File: src/rtl/uart_tx_pkg.sv
package uart_tx_pkg;

    typedef enum logic [2:0] {
        ST_IDLE,
        ST_START,
        ST_DATA,
        ST_PARITY,
        ST_STOP
    } tx_state_e;

    // Frame-format fields held for the whole of one character
    typedef struct packed {
        logic       stick;      // parity bit forced to a constant
        logic       even;       // even parity / forced value select
        logic       par_en;     // parity bit present
        logic       stop_long;  // long stop period
        logic [1:0] wsel;       // data bits minus five
    } frame_cfg_t;

endpackage

File: src/rtl/line_ctl_reg.sv
module line_ctl_reg
    import uart_tx_pkg::*;
#(
    parameter int CTL_W = 8
) (
    input  logic             clk,
    input  logic             rst_n,
    input  logic             we,
    input  logic [CTL_W-1:0] wdata,
    input  logic             load,
    output logic             brk,
    output frame_cfg_t       fcfg
);

    logic [CTL_W-1:0] ctl_q;

    always_ff @(posedge clk or negedge rst_n) begin
        if (!rst_n) begin
            ctl_q <= '0;
        end else if (we) begin
            ctl_q <= wdata;
        end
    end

    // Shadow copy taken only at a character boundary
    always_ff @(posedge clk or negedge rst_n) begin
        if (!rst_n) begin
            fcfg <= '0;
        end else if (load) begin
            fcfg.wsel      <= ctl_q[1:0];
            fcfg.stop_long <= ctl_q[2];
            fcfg.par_en    <= ctl_q[3];
            fcfg.even      <= ctl_q[4];
            fcfg.stick     <= ctl_q[5];
        end
    end

    assign brk = ctl_q[6];


    shadow_hold_chk: assert property (@(posedge clk) disable iff (!rst_n)
        !load |=> $stable(fcfg));

endmodule

File: src/rtl/bit_timer.sv
module bit_timer #(
    parameter int CNT_W = 5
) (
    input  logic             clk,
    input  logic             rst_n,
    input  logic             restart,
    input  logic             tick,
    input  logic [CNT_W-1:0] limit,
    output logic             done
);

    logic [CNT_W-1:0] count;

    assign done = tick && (count == limit);

    always_ff @(posedge clk or negedge rst_n) begin
        if (!rst_n) begin
            count <= '0;
        end else if (restart) begin
            count <= '0;
        end else if (tick) begin
            if (done) begin
                count <= '0;
            end else begin
                count <= count + 1'b1;
            end
        end
    end


    tick_gate_chk: assert property (@(posedge clk) disable iff (!rst_n)
        (!tick && !restart) |=> $stable(count));

endmodule

File: src/rtl/tx_fsm.sv
module tx_fsm
    import uart_tx_pkg::*;
#(
    parameter int DATA_W = 8,
    parameter int OVS    = 16,
    parameter int CNT_W  = $clog2(2 * OVS)
) (
    input  logic              clk,
    input  logic              rst_n,
    input  logic              in_valid,
    input  logic [DATA_W-1:0] in_data,
    output logic              in_ready,
    input  frame_cfg_t        fcfg,
    input  logic              bit_done,
    output logic              restart,
    output logic              load,
    output logic [CNT_W-1:0]  limit,
    output logic              line
);

    localparam int IDX_W    = $clog2(DATA_W + 1);
    localparam int LIM_BIT  = OVS - 1;
    localparam int LIM_HALF = OVS + OVS / 2 - 1;
    localparam int LIM_TWO  = 2 * OVS - 1;

    tx_state_e         state, nxt;
    logic [DATA_W-1:0] shreg;
    logic [IDX_W-1:0]  idx;
    logic [IDX_W-1:0]  idx_last;
    logic              acc;
    logic              par_bit;
    logic              accept;

    assign accept   = in_valid && (state == ST_IDLE);
    assign idx_last = IDX_W'(4) + IDX_W'(fcfg.wsel);
    assign par_bit  = fcfg.stick ? ~fcfg.even : (fcfg.even ? acc : ~acc);

    // State register
    always_ff @(posedge clk or negedge rst_n) begin
        if (!rst_n) begin
            state <= ST_IDLE;
        end else begin
            state <= nxt;
        end
    end

    // Transitions
    always_comb begin
        nxt = state;
        unique case (state)
            ST_IDLE:   if (accept)   nxt = ST_START;
            ST_START:  if (bit_done) nxt = ST_DATA;
            ST_DATA:   if (bit_done && idx == idx_last)
                           nxt = fcfg.par_en ? ST_PARITY : ST_STOP;
            ST_PARITY: if (bit_done) nxt = ST_STOP;
            ST_STOP:   if (bit_done) nxt = ST_IDLE;
            default:   nxt = ST_IDLE;
        endcase
    end

    // Shift register, bit index and running parity
    always_ff @(posedge clk or negedge rst_n) begin
        if (!rst_n) begin
            shreg <= '0;
            idx   <= '0;
            acc   <= 1'b0;
        end else if (accept) begin
            shreg <= in_data;
            idx   <= '0;
            acc   <= 1'b0;
        end else if (state == ST_DATA && bit_done) begin
            shreg <= shreg >> 1;
            acc   <= acc ^ shreg[0];
            idx   <= idx + 1'b1;
        end
    end

    // Outputs
    always_comb begin
        in_ready = 1'b0;
        restart  = 1'b0;
        load     = 1'b0;
        limit    = CNT_W'(LIM_BIT);
        line     = 1'b1;
        unique case (state)
            ST_IDLE: begin
                in_ready = 1'b1;
                restart  = accept;
                load     = accept;
            end
            ST_START:  line = 1'b0;
            ST_DATA:   line = shreg[0];
            ST_PARITY: line = par_bit;
            ST_STOP: begin
                if (fcfg.stop_long) begin
                    limit = (fcfg.wsel == 2'b00) ? CNT_W'(LIM_HALF) : CNT_W'(LIM_TWO);
                end
            end
            default: line = 1'b1;
        endcase
    end


    accept_start_chk: assert property (@(posedge clk) disable iff (!rst_n)
        (in_valid && in_ready) |=> (state == ST_START));


    idle_hold_chk: assert property (@(posedge clk) disable iff (!rst_n)
        (state == ST_IDLE && !in_valid) |=> (state == ST_IDLE));


    data_idx_chk: assert property (@(posedge clk) disable iff (!rst_n)
        (state == ST_DATA) |-> (idx <= idx_last));


    no_parity_chk: assert property (@(posedge clk) disable iff (!rst_n)
        (state == ST_PARITY) |-> fcfg.par_en);

endmodule

File: src/rtl/serial_tx_framer.sv
module serial_tx_framer
    import uart_tx_pkg::*;
#(
    parameter int DATA_W = 8,
    parameter int CTL_W  = 8,
    parameter int OVS    = 16
) (
    input  logic              clk,
    input  logic              rst_n,
    input  logic              cfg_we,
    input  logic [CTL_W-1:0]  cfg_wdata,
    input  logic              tick,
    input  logic              in_valid,
    input  logic [DATA_W-1:0] in_data,
    output logic              in_ready,
    output logic              txd
);

    localparam int CNT_W = $clog2(2 * OVS);

    frame_cfg_t       fcfg;
    logic             brk;
    logic             load;
    logic             restart;
    logic             bit_done;
    logic [CNT_W-1:0] limit;
    logic             line;

    line_ctl_reg #(.CTL_W(CTL_W)) u_ctl (
        .clk   (clk),
        .rst_n (rst_n),
        .we    (cfg_we),
        .wdata (cfg_wdata),
        .load  (load),
        .brk   (brk),
        .fcfg  (fcfg)
    );

    bit_timer #(.CNT_W(CNT_W)) u_timer (
        .clk     (clk),
        .rst_n   (rst_n),
        .restart (restart),
        .tick    (tick),
        .limit   (limit),
        .done    (bit_done)
    );

    tx_fsm #(.DATA_W(DATA_W), .OVS(OVS), .CNT_W(CNT_W)) u_fsm (
        .clk      (clk),
        .rst_n    (rst_n),
        .in_valid (in_valid),
        .in_data  (in_data),
        .in_ready (in_ready),
        .fcfg     (fcfg),
        .bit_done (bit_done),
        .restart  (restart),
        .load     (load),
        .limit    (limit),
        .line     (line)
    );

    assign txd = brk ? 1'b0 : line;

endmodule

File: config.mk
export PLATFORM = sky130hd
export DESIGN_NAME = serial_tx_framer
export DESIGN_NICKNAME = d
export VERILOG_FILES = /design/src/rtl/uart_tx_pkg.sv /design/src/rtl/line_ctl_reg.sv /design/src/rtl/bit_timer.sv /design/src/rtl/tx_fsm.sv /design/src/rtl/serial_tx_framer.sv
export SDC_FILE = /design/constraint.sdc
export NUM_CORES = 1
export LEC_CHECK = 0
export ABC_AREA = 1
export BUFFER_PORTS_ARGS = -buffer_cell sky130_fd_sc_hd__buf_2
export CAP_MARGIN = 20
export CORE_MARGIN = 4
export CORE_UTILIZATION = 30
export CTS_BUF_LIST = sky130_fd_sc_hd__clkbuf_16
export CTS_CLUSTER_SIZE = 8
export DETAILED_ROUTE_END_ITERATION = 12
export PLACE_DENSITY = 0.52
export SKIP_LAST_GASP = 1
export SYNTH_ARGS = -nofsm -noshare
export SYNTH_HDL_FRONTEND = slang
export SYNTH_SLANG_ARGS = --single-unit
File: constraint.sdc
create_clock -name clk -period 4.42 [get_ports clk]
set_input_delay 0.221 -clock clk [delete_from_list [all_inputs] [get_ports clk]]
set_output_delay 0.221 -clock clk [all_outputs]
set_load 0.03 [all_outputs]
## After elaboration in Yosys (flattened, before gate mapping)

Cells that the tools add are included.

- Flip-flop bits (word level): 34
- Input port bits: 21

- $add $sub $neg: 3
- Eq/ne operators: 11
- Multiplexer cells: 25
- Bitwise operators: 3
- Reduce and logical (&&, ||, !) cells: 9

Operators by type and width:

| cell | number |
|---|---|
| $mux W5 | 5 |
| $mux W3 | 6 |
| $mux W8 | 2 |
| $pmux W3 S5 | 1 |
| $mux W4 | 3 |
| $ne A2 B1 Y1 const B | 5 |
| $mux W1 | 7 |
| $eq A3 B2 Y1 const B | 2 |
| $add A5 B1 Y5 const B | 1 |
| $eq A5 B5 Y1 | 1 |
| $reduce_and A5 Y1 | 1 |
| $add A3 B2 Y4 const A | 1 |
| $add A4 B1 Y4 const B | 1 |
| $eq A4 B4 Y1 | 1 |
| $logic_and A1 B1 Y1 | 4 |
| $reduce_bool A2 Y1 | 2 |
| $eq A3 B1 Y1 const B | 1 |
| $eq A3 B3 Y1 const B | 1 |
| $logic_not A3 Y1 | 1 |
| $pmux W1 S3 | 1 |
| $logic_not A2 Y1 | 1 |
| $not A1 Y1 | 2 |
| $xor A1 B1 Y1 | 1 |

## Longest topological paths before layout

Gate-level depths: netlist (run 1).

- Word-level depth: 9
- Mapped depth: 10
- Depth with buffers taken out: 10

## By module

From an unflattened synthesis (run 1), not the netlist that was laid out.

- Cell total of the unflattened synthesis: 251
- Area total of the unflattened synthesis: 1895.6 um^2

By module, submodules not included:

| module | times used | cells each | area each (um^2) | sequential area each (um^2) |
|---|---|---|---|---|
| tx_fsm | 1 | 137 | 1027.2 | 400.4 |
| line_ctl_reg | 1 | 55 | 490.5 | 325.3 |
| bit_timer | 1 | 57 | 367.9 | 125.1 |
| serial_tx_framer | 1 | 2 | 10.0 | 0.0 |

## Worst setup path before layout (run 1)

No wires, ideal clock.

- Path type: reg-to-output
- Start: register u_fsm.state[2]
- End: output port txd
- Arrival: 1373 ps
- Setup slack: 2826 ps
- Stages on the path, launching flop included: 6
- Path through: dfrtp_1 -> inv_2 -> nand2_1 -> nor2_1 -> nand2_1 -> a31oi_1

- Longest elaborated chain between the ends: 3
- Elaborated cells between the ends (all ways): 5

Ends and longest elaborated chain:

| what | line | text |
|---|---|---|
| start, declared | tx_fsm.sv:26 | `tx_state_e state, nxt;` |
| start signal, assigned | tx_fsm.sv:43 | `state <= nxt;` |
| $eq A3 B2 Y1 / $eq A3 B1 Y1 (equally long branches) | tx_fsm.sv:85 | `unique case (state)` |
| $pmux W1 S3 (*) | tx_fsm.sv:85 |  |
| $mux W1 (*) | serial_tx_framer.sv:62 | `assign txd = brk ? 1'b0 : line;` |
| end, declared | serial_tx_framer.sv:16 | `output logic txd` |

Mark *: on every way between the ends. The rest lies on a longest branch, timed or not.

## Worst setup path in the final report (run 1)

- Start: register u_fsm.state[0]
- End: register u_fsm.shreg[5]

- Longest elaborated chain between the ends: 6
- Elaborated cells between the ends (all ways): 10

Ends and longest elaborated chain:

| what | line | text |
|---|---|---|
| $eq A3 B3 Y1 | tx_fsm.sv:85 |  |
| $mux W5 | tx_fsm.sv:85 |  |
| $eq A5 B5 Y1 | bit_timer.sv:14 | `assign done = tick && (count == limit);` |
| $logic_and A1 B1 Y1 | bit_timer.sv:14 |  |
| $logic_and A1 B1 Y1 | tx_fsm.sv:71 | `end else if (state == ST_DATA && bit_done) begin` |
| $reduce_bool A2 Y1 (no line) | - |  |
| end signal, assigned | tx_fsm.sv:68 | `shreg <= in_data;` |
| end signal, assigned | tx_fsm.sv:72 | `shreg <= shreg >> 1;` |
| end, declared | tx_fsm.sv:27 | `logic [DATA_W-1:0] shreg;` |

Several ways; a longest one is shown, not always the timed one.
A chain may end at the register's enable or synchronous reset.

==> results of run 1 <==
sequential cells by signal (all words and copies together) (netlist names):
name,flops
u_fsm.state,3
u_fsm.shreg,8
u_ctl.ctl_q,7
u_fsm.acc,1
u_ctl.fcfg,6
u_timer.count,5
u_fsm.idx,4
area by class of cell:
cell class | instances | area, um^2
clock buffers | 5 | 125
clock inverters | 2 | 7.51
fillers | 607 | 3560
inverters | 18 | 67.6
multi-input cells | 160 | 832
flip-flops and latches | 34 | 851
well taps | 72 | 90.1
repair buffers | 21 | 105
cell families (layout without fill, tap and decap cells):
logic type,count (synthesis),in the layout,synth area share
multiplexers,5,5,0.0314
buffers and inverters,25,46,0.0621
AO/OA/AOI/OAI,14,14,0.0439
adder cells (fa/ha/maj),2,2,0.0139
AND/OR/NAND/NOR,132,132,0.340
flip-flops,34,34,0.474
XOR/XNOR,7,7,0.0342
where the power goes:
| group | leakage [nW] | switching [mW] | internal (mW) | total [mW] |
|---|---|---|---|---|
| registers | 0.440 | 0.0652 | 0.401 | 0.467 |
| logic | 0.550 | 0.274 | 0.137 | 0.411 |
| clock network | 0.0723 | 0.117 | 0.201 | 0.318 |
cell usage after synthesis:
library cell	instances	share of area
nand2_2	4	0.014
nand3_2	1	0.0056
a21boi_0	1	0.0042
nor3_1	2	0.0056
and2_1	1	0.0035
nand4_1	3	0.010
dfrtp_1	34	0.47
buf_1	2	0.0042
nand4_2	1	0.0070
nand2_1	67	0.14
nor2_4	2	0.013
inv_1	16	0.033
o21ai_0	10	0.028
nor2_2	1	0.0035
buf_2	2	0.0056
nand4_4	1	0.012
xor2_1	6	0.029
or2_2	1	0.0035
clkbuf_1	1	0.0021
o211ai_1	1	0.0042
ha_1	2	0.014
mux2_2	5	0.031
nor2_1	16	0.033
xnor2_1	1	0.0049
nand3_1	32	0.089
a31oi_1	1	0.0035
buf_6	2	0.013
o21a_1	1	0.0042
inv_2	2	0.0042
worst max-delay path, cell delays in order (launching register included):
cell	delay, ps
dfrtp_1	420
inv_1	100
nand2_2	90
nor2_4	120
nand2_2	370
inv_2	390
nand2_1	100
nand2_1	70
nand3_1	80
nand2_1	90
routing by layer:
metal / track usage / vias up / wire (um)
met5: 0 / - / 0
met4: 0.0388 / 0 / 53
met3: 0.0369 / 5 / 104
met2: 0.194 / 14 / 1790
met1: 0.127 / 677 / 1630
li1: - / 750 / -
cell usage in the layout, fill, tap and decap left out, types with 2 or more instances in the layout:
master     synthesis  layout
inv_2              2       2
nand2_1           67      67
buf_2              2      21
nor2_4             2       2
nand4_1            3       3
nor2_1            16      16
nand2_2            4       4
nor3_1             2       2
dfrtp_1           34      34
o21ai_0           10      10
xor2_1             6       6
nand3_1           32      32
inv_1             16      18
clkbuf_16          0       5
mux2_2             5       5
ha_1               2       2
stage by stage:
step                hold WS [ps]  setup slack [ps]  cells  utilization
global route                 103              2270    312        0.368
finish                      29.8              2530    312        0.368
detailed placement           354              2510    305        0.345
floorplan                  -74.6              2830    219            -
global placement             350              2510    305        0.345
CTS                         62.2              2490    312        0.368
worst paths after layout:
path	cells past startpoint	to	slack, ps	from
setup / recovery	9	u_fsm.shreg[5]	2530	u_fsm.state[0]
hold / removal	1	u_ctl.ctl_q[0]	30	rst_n
setup reg to reg	9	u_fsm.shreg[5]	2530	u_fsm.state[0]
hold reg to reg	2	u_ctl.fcfg[0]	480	u_ctl.ctl_q[0]
max in group asynchronous	1	u_fsm.shreg[3]	3900	rst_n
min in group clk	3	u_fsm.shreg[7]	150	in_data[7]
==> flow_metrics.env, run 1 <==
export IMPL_worst_setup_path_type="reg -> reg"
export IMPL_grt_pass1_wl_um=6460
export IMPL_worstPathRequired_ps=4630
export IMPL_synth_seq_cells=34
export IMPL_wl_per_cell_um=11.5
export IMPL_initial_core_util=0.318
export IMPL_root_buffer="clkbuf_16"
export IMPL_h_tree_depth=2
export IMPL_synth_fp_nets=242
export IMPL_cts_hold_buffers_added=0
export IMPL_core_um2=5640
export IMPL_start_kind="flip-flop"
export IMPL_rsz0062_at_grt="no"
export IMPL_io_buffers=21
export IMPL_cts_num_sinks=34
export IMPL_track_usage=0.111
export IMPL_cp_max_fo=35
export IMPL_hold_viol_final=0
export IMPL_cts_tree="done"
export IMPL_hold_class="in -> async"
export IMPL_num_rows=27
export IMPL_synth_warnings=0
export IMPL_die_height_um=85.3
export IMPL_power_leakage_nw=1.06
export IMPL_drv_cap=0
export IMPL_wirelength_um=3580
export IMPL_power_density_nw_per_um2=575
export IMPL_grt_remaining_overflow=0
export IMPL_skew_ps=2.44
export IMPL_dpl_cell_area_um2=1950
export IMPL_grt_max_degree=36
export IMPL_final_area_um2=2080
export IMPL_clk_pin_slew_ps=50
export IMPL_endpoint_kind="flip-flop"
export IMPL_peakVddDrop_mv=0.204
export IMPL_status="finished, final reports clean"
export IMPL_antenna_found_initial=0
export IMPL_period_minus_slack_ps=1890
export IMPL_areaGrowthSynthToFinish_pct=15.8
export IMPL_max_clock_freq_mhz=529
export IMPL_worst_pin_slew_ps=776
export IMPL_place_congestion=0.716
export IMPL_maxSlewViolCount=0
export IMPL_die_area_um2=7280
export IMPL_ant_nets=0
export IMPL_tns_ps=0
export IMPL_fin_crit_sh=0.427
export IMPL_antenna_cells=0
export IMPL_post_cts_buffers=0
export IMPL_insertion_delay_ps=270
export IMPL_vias_per_cell=4.63
export IMPL_drive_above_1_share=0.183
export IMPL_worstPathArrival_ps=2100
export IMPL_drc=0
export IMPL_grt_pass1_vias=1464
export IMPL_cts_resized=0
export IMPL_chipWidth_um=85.3
export IMPL_nets=263
export IMPL_postSynthCellCount=219
export IMPL_cts_inserted_buffers=5
export IMPL_first_pass_iters=5
export IMPL_seq_area_frac_synth=0.474
export IMPL_via_count=1446
export IMPL_synthDistinctLibCells=29
export IMPL_maxSlewHeadroom=0.483
export IMPL_cts_buffer_depth=2
export IMPL_syn_area_um2=1790
export IMPL_first_iter_violations=51
export IMPL_finalSetupViolCount=0
export IMPL_finalPower_mw=1.20
export IMPL_synth_avg_cell_area_um2=8.19
export IMPL_ios=23
export IMPL_hpwl_um=2510
Power figures use the tool's default switching activity.
==> run 2: changes to the inputs <==
--- a/config.mk
+++ b/config.mk
@@ -13,7 +13,7 @@
 export CTS_BUF_LIST = sky130_fd_sc_hd__clkbuf_16
 export CTS_CLUSTER_SIZE = 8
 export DETAILED_ROUTE_END_ITERATION = 12
-export PLACE_DENSITY = 0.52
+export PLACE_DENSITY = 0.54
 export SKIP_LAST_GASP = 1
 export SYNTH_ARGS = -nofsm -noshare
 export SYNTH_HDL_FRONTEND = slang
==> constraint.sdc (replaced) <==
create_clock -name clk -period 1.59 [get_ports clk]
set_input_delay 0.0795 -clock clk [delete_from_list [all_inputs] [get_ports clk]]
set_output_delay 0.0795 -clock clk [all_outputs]
set_load 0.03 [all_outputs]
==> run 2 against run 1 <==
Against the previous run: die area unchanged; count of clock-buffer cells in the layout stayed put; cell count up 4.8%; routed wire length is 3.7% higher; largest power group is now combinational logic; clock skew hardly changed; global-route usage up 0.12 points; hold slack worse by 18 ps; highest routed layer unchanged; sequential share of layout area fell by 3.0 points; non-clock buffer count increased by 15; combinational power grew to 3.4 times the previous value; first-iteration DRC count fell by 22%; critical path type is now reg -> out.
==> flow_metrics.env, run 2 (synthesis results as in run 1) <==
export IMPL_status="finished, final reports clean"
export IMPL_antenna_found_initial=0
export IMPL_fin_crit_sh=0.964
export IMPL_h_tree_depth=2
export IMPL_rsz0062_at_grt="yes"
export IMPL_first_iter_violations=40
export IMPL_largestRegisters="u_fsm.shreg (8), u_ctl.ctl_q (7), u_ctl.fcfg (6)"
export IMPL_finalSetupViolCount=0
export IMPL_drive_above_1_share=0.243
export IMPL_worstPathArrival_ps=1450
export IMPL_grt_max_degree=35
export IMPL_core_um2=5640
export IMPL_worstPathRequired_ps=1510
export IMPL_largest_reg_flops=8
export IMPL_top_register="u_fsm.shreg"
export IMPL_cp_max_fo=4
export IMPL_track_usage=0.113
export IMPL_drv_cap=0
export IMPL_layout_commonest_cell="nand2_1"
export IMPL_hold_class="in -> reg"
export IMPL_antenna_cells=0
export IMPL_p_sw_frac=0.379
export IMPL_cts_inserted_buffers=5
export IMPL_maxSlewHeadroom=0.709
export IMPL_combPwrFrac=0.393
export IMPL_nets=278
export IMPL_ant_nets=0
export IMPL_intPower_mw=2.22
export IMPL_worst_pin_slew_ps=437
export IMPL_cts_num_sinks=34
export IMPL_io_buffers=21
export IMPL_clk_pin_slew_ps=50
export IMPL_period_minus_slack_ps=1530
export IMPL_maxSlewViolCount=0
export IMPL_num_rows=27
export IMPL_die_height_um=85.3
export IMPL_power_density_nw_per_um2=1590
export IMPL_worst_setup_path_type="reg -> out"
export IMPL_endpoint_kind="output port"
export IMPL_drc=0
export IMPL_cp_startpoint="u_fsm.state[2]"
export IMPL_first_pass_iters=4
export IMPL_grt_pass1_vias=1366
export IMPL_wirelength_um=3710
export IMPL_areaGrowthSynthToFinish_pct=25.0
export IMPL_timing_rr_end="u_fsm.shreg[5]"
export IMPL_start_kind="flip-flop"
export IMPL_via_count=1487
export IMPL_clkPwrFrac=0.249
export IMPL_ff_latch_area_um2=851
export IMPL_hpwl_um=2610
export IMPL_r2r_cells=9
export IMPL_skew_ps=1.99
export IMPL_chipWidth_um=85.3
export IMPL_power_leakage_nw=1.15
export IMPL_timing_rr_start="u_fsm.state[1]"
export IMPL_crit_path_end="txd"
export IMPL_timing_hold_ws_ps=11.4
export IMPL_root_buffer="clkbuf_16"
export IMPL_die_area_um2=7280
export IMPL_max_clock_freq_mhz=652
export IMPL_place_congestion=0.708
export IMPL_vias_per_cell=4.55
export IMPL_insertion_delay_ps=270
export IMPL_grt_pass1_wl_um=6420
export IMPL_stdcell_count=327
export IMPL_multi_input_area_um2=867
export IMPL_hold_viol_final=0
export IMPL_sequentialPowerShare=0.357
export IMPL_p_sw_mw=1.35
export IMPL_peakVddDrop_mv=0.544
export IMPL_utilization=0.398
export IMPL_placed_cells_incl_taps=317
export IMPL_tns_ps=0
export IMPL_nFillCells=586
export IMPL_cts_tree="done"
export IMPL_cts_buffer_depth=2
export IMPL_layout_common_cells="nand2_1, dfrtp_1, nand3_1"
export IMPL_initial_core_util=0.318
export IMPL_ios=23
export IMPL_wl_per_cell_um=11.3
export IMPL_grt_remaining_overflow=0
export IMPL_rrSetupSlack_ps=80
-- run 2: stage by stage --
stage / setup WS (ps) / power [mW] / cell area (um^2)
3_5_place_dp: 66.0 / 2.61 / 2050
6_report: 56.7 / 3.57 / 2240
4_1_cts: 0.641 / 3.54 / 2200
2_1_floorplan: 81.0 / 2.21 / 1790
3_3_place_gp: 87.2 / 2.59 / 2050
5_1_grt: -75.4 / 3.88 / 2240
-- run 2: worst min-delay path by stage --
stage / startpoint / end / slack, ps / depth (start not counted)
after CTS: cfg_wdata[4] / u_ctl.ctl_q[4] / 9 / 3
after global routing: cfg_wdata[4] / u_ctl.ctl_q[4] / 20 / 3
after floorplan: rst_n / u_ctl.ctl_q[0] / -220 / 0
after detailed placement: rst_n / u_ctl.ctl_q[0] / 150 / 2
final: cfg_wdata[4] / u_ctl.ctl_q[4] / 10 / 3
after global placement: rst_n / u_ctl.ctl_q[0] / 140 / 2
-- run 2: final cells by class --
cell class                 instances  share of cell area
inverter                          18              0.0301
multi-input combinational        160               0.387
timing repair buffer              36               0.105
clock inverter                     2             0.00335
tap                               72              0.0402
clock buffer                       5              0.0558
sequential                        34               0.379
-- run 2: layer usage --
layer / wire [um] / track usage / share of wire / vias to the layer above
met4: 87 / 0.0561 / 0.023 / 0
met3: 97 / 0.0301 / 0.026 / 7
met5: 0 / 0 / 0 / -
li1: - / - / - / 776
met2: 1730 / 0.169 / 0.47 / 12
met1: 1800 / 0.149 / 0.48 / 692
-- run 2: power groups by stage --
stage          Sequential, mW  Clock [mW]  Combinational (mW)
2_1_floorplan            1.27           0               0.944
4_1_cts                  1.28       0.917                1.34
5_1_grt                  1.32       0.967                1.60
3_5_place_dp             1.29           0                1.32
6_report                 1.28       0.891                1.40
3_3_place_gp             1.29           0                1.31
-- run 2: worst max-delay path: stages, from the launching register on --
cell	delay (ps)
dfrtp_1	410
inv_2	90
nand2_1	110
nor2_1	140
o211ai_1	100
a31oi_1	150
buf_4	180
-- run 2: what timing repair did --
action	in CTS	in global routing
buffers inserted	0	2
hold buffers	1	0
hold endpoints to repair	34	0
pin swaps	0	3
resized for setup	2	8
endpoints found under the setup margin	1	22
==> run 3: changes to the inputs <==
--- a/config.mk
+++ b/config.mk
@@ -8,7 +8,6 @@
 export ABC_AREA = 1
 export BUFFER_PORTS_ARGS = -buffer_cell sky130_fd_sc_hd__buf_2
 export CAP_MARGIN = 20
-export CORE_MARGIN = 4
 export CORE_UTILIZATION = 30
 export CTS_BUF_LIST = sky130_fd_sc_hd__clkbuf_16
 export CTS_CLUSTER_SIZE = 8
==> run 3 against run 2 <==
Against the previous run: non-clock buffer count increased by 2; combinational power is 3% higher; design area increased by 0.89%; routed wire length down 1.2%; utilization grew 0.35 points.
==> flow_metrics.env, run 3 (synthesis results as in run 1) <==
export IMPL_hold_class="in -> reg"
export IMPL_cp_buffers_inverters=3
export IMPL_power_density_nw_per_um2=1600
export IMPL_initial_core_util=0.318
export IMPL_fin_crit_sh=0.992
export IMPL_crit_slowest_cell="dfrtp_1"
export IMPL_layout_common_cells="nand2_1, dfrtp_1, nand3_1"
export IMPL_cts_inserted_buffers=5
export IMPL_drc=0
export IMPL_num_rows=27
export IMPL_drive_above_1_share=0.248
export IMPL_rsz0062_at_grt="yes"
export IMPL_antenna_found_initial=0
export IMPL_grt_pass1_wl_um=6490
export IMPL_chipWidth_um=79.3
export IMPL_first_iter_violations=51
export IMPL_period_minus_slack_ps=1580
export IMPL_worst_pin_slew_ps=451
export IMPL_final_area_um2=2260
export IMPL_ff_latch_area_um2=851
export IMPL_grt_pass1_vias=1499
export IMPL_place_congestion=0.763
export IMPL_root_buffer="clkbuf_16"
export IMPL_dpl_cell_area_um2=2060
export IMPL_peakVddDrop_mv=0.684
export IMPL_skew_ps=2.53
export IMPL_vias_per_cell=4.56
export IMPL_hold_viol_final=0
export IMPL_path_delay_family="buffers and inverters"
export IMPL_die_height_um=79.3
export IMPL_worstPathRequired_ps=1510
export IMPL_wl_per_cell_um=11.1
export IMPL_worst_setup_path_type="reg -> out"
export IMPL_h_tree_depth=2
export IMPL_die_area_um2=6290
export IMPL_track_usage=0.134
export IMPL_first_pass_iters=4
export IMPL_path_cells="inv_2 -> nand2_2 -> buf_4 -> nor2_2 -> o211ai_1 -> a31oi_1 -> buf_4"
export IMPL_worstPathArrival_ps=1500
export IMPL_endpoint_kind="output port"
export IMPL_areaGrowthSynthToFinish_pct=26.2
export IMPL_grt_remaining_overflow=0
export IMPL_antenna_cells=0
export IMPL_ios=23
export IMPL_io_buffers=21
export IMPL_power_leakage_nw=1.15
export IMPL_maxSlewViolCount=0
export IMPL_nets=280
export IMPL_ant_nets=0
export IMPL_insertion_delay_ps=280
export IMPL_wirelength_um=3670
export IMPL_multi_input_area_um2=862
export IMPL_cts_num_sinks=34
export IMPL_maxSlewHeadroom=0.700
export IMPL_cts_tree="done"
export IMPL_top_register="u_fsm.shreg"
export IMPL_start_kind="flip-flop"
export IMPL_drv_cap=0
export IMPL_core_um2=5640
export IMPL_finalSetupViolCount=0
export IMPL_hpwl_um=2590
export IMPL_grt_max_degree=35
export IMPL_nFillCells=570
export IMPL_utilization=0.401
export IMPL_cpPeakStageDelay_ps=380
export IMPL_max_clock_freq_mhz=634
export IMPL_via_count=1504
export IMPL_clk_pin_slew_ps=50
export IMPL_layout_commonest_cell="nand2_1"
export IMPL_largest_reg_flops=8
export IMPL_crit_path_frequent_cell="buf_4"
export IMPL_cts_buffer_depth=2
export IMPL_cp_max_fo=2
export IMPL_status="finished, final reports clean"
export IMPL_largestRegisters="u_fsm.shreg (8), u_ctl.ctl_q (7), u_ctl.fcfg (6)"
==> run 3: changes by cell type in the layout (fill, tap and decap cells not counted) <==
cell      delta
clkinv_1     +3
inv_1        -2
buf_4        +1
buf_6        +1
inv_2        -1
inv_4        +1
nand2_1      -1
nand2_2      +1
nor2_1       +1
nor2_4       -1
==> run 3: routing by layer <==
layer,up-vias,wire [um],GRT usage,part of all wire
met4,0,72,0.0600,0.020
met2,14,1750,0.226,0.48
met3,5,89,0.0310,0.024
met1,704,1750,0.162,0.48
met5,-,0,0,0
li1,781,-,-,-
==> run 3: metrics by stage <==
stage	power [mW]	hold slack (ps)	TNS, ps	instances	worst slack [ps]
final	3.62	1.98	0	330	13.1
after global routing	3.90	17.8	-193	330	-46.3
after CTS	3.59	0.363	0	329	1.20
after detailed placement	2.64	147	0	319	82.6
after global placement	2.62	143	0	319	102
after floorplan	2.21	-216	0	219	81.0
==> run 3: cell type report <==
class | count | share of cell area
multi-input cells | 160 | 0.381
flip-flops and latches | 34 | 0.376
repair buffers | 38 | 0.112
clock buffers | 5 | 0.0553
well taps | 72 | 0.0398
inverters | 18 | 0.0310
clock inverters | 3 | 0.00498
==> run 3: worst min-delay path: stages <==
cell     delay, ps
buf_2           70
nand2_1         40
nand2_1         50
==> run 3: worst paths after layout <==
check	end	slack [ps]	cells after the start	start
worst max-delay path	txd	10	7	u_fsm.state[2]
worst min-delay path	u_fsm.shreg[7]	2	3	in_data[7]
worst max register to register	u_fsm.shreg[1]	110	9	u_fsm.state[2]
worst min register to register	u_ctl.fcfg[1]	480	2	u_ctl.ctl_q[1]
max in group asynchronous	u_fsm.state[0]	900	3	rst_n
min in group asynchronous	u_ctl.ctl_q[5]	370	3	rst_n
==> run 3: repair_timing <==
| item | in CTS | in global routing |
|---|---|---|
| gates resized for setup | 2 | 9 |
| pin swaps | 0 | 3 |
| endpoints found under the setup margin | 1 | 22 |
| endpoints found under the hold margin | 34 | 0 |
| setup buffers | 1 | 1 |
| hold buffers | 1 | 0 |
==> run 3: where the power goes <==
part | internal, mW | switching [mW] | total, mW
logic | 0.578 | 0.859 | 1.44
registers | 1.12 | 0.160 | 1.28
clock network | 0.563 | 0.345 | 0.908
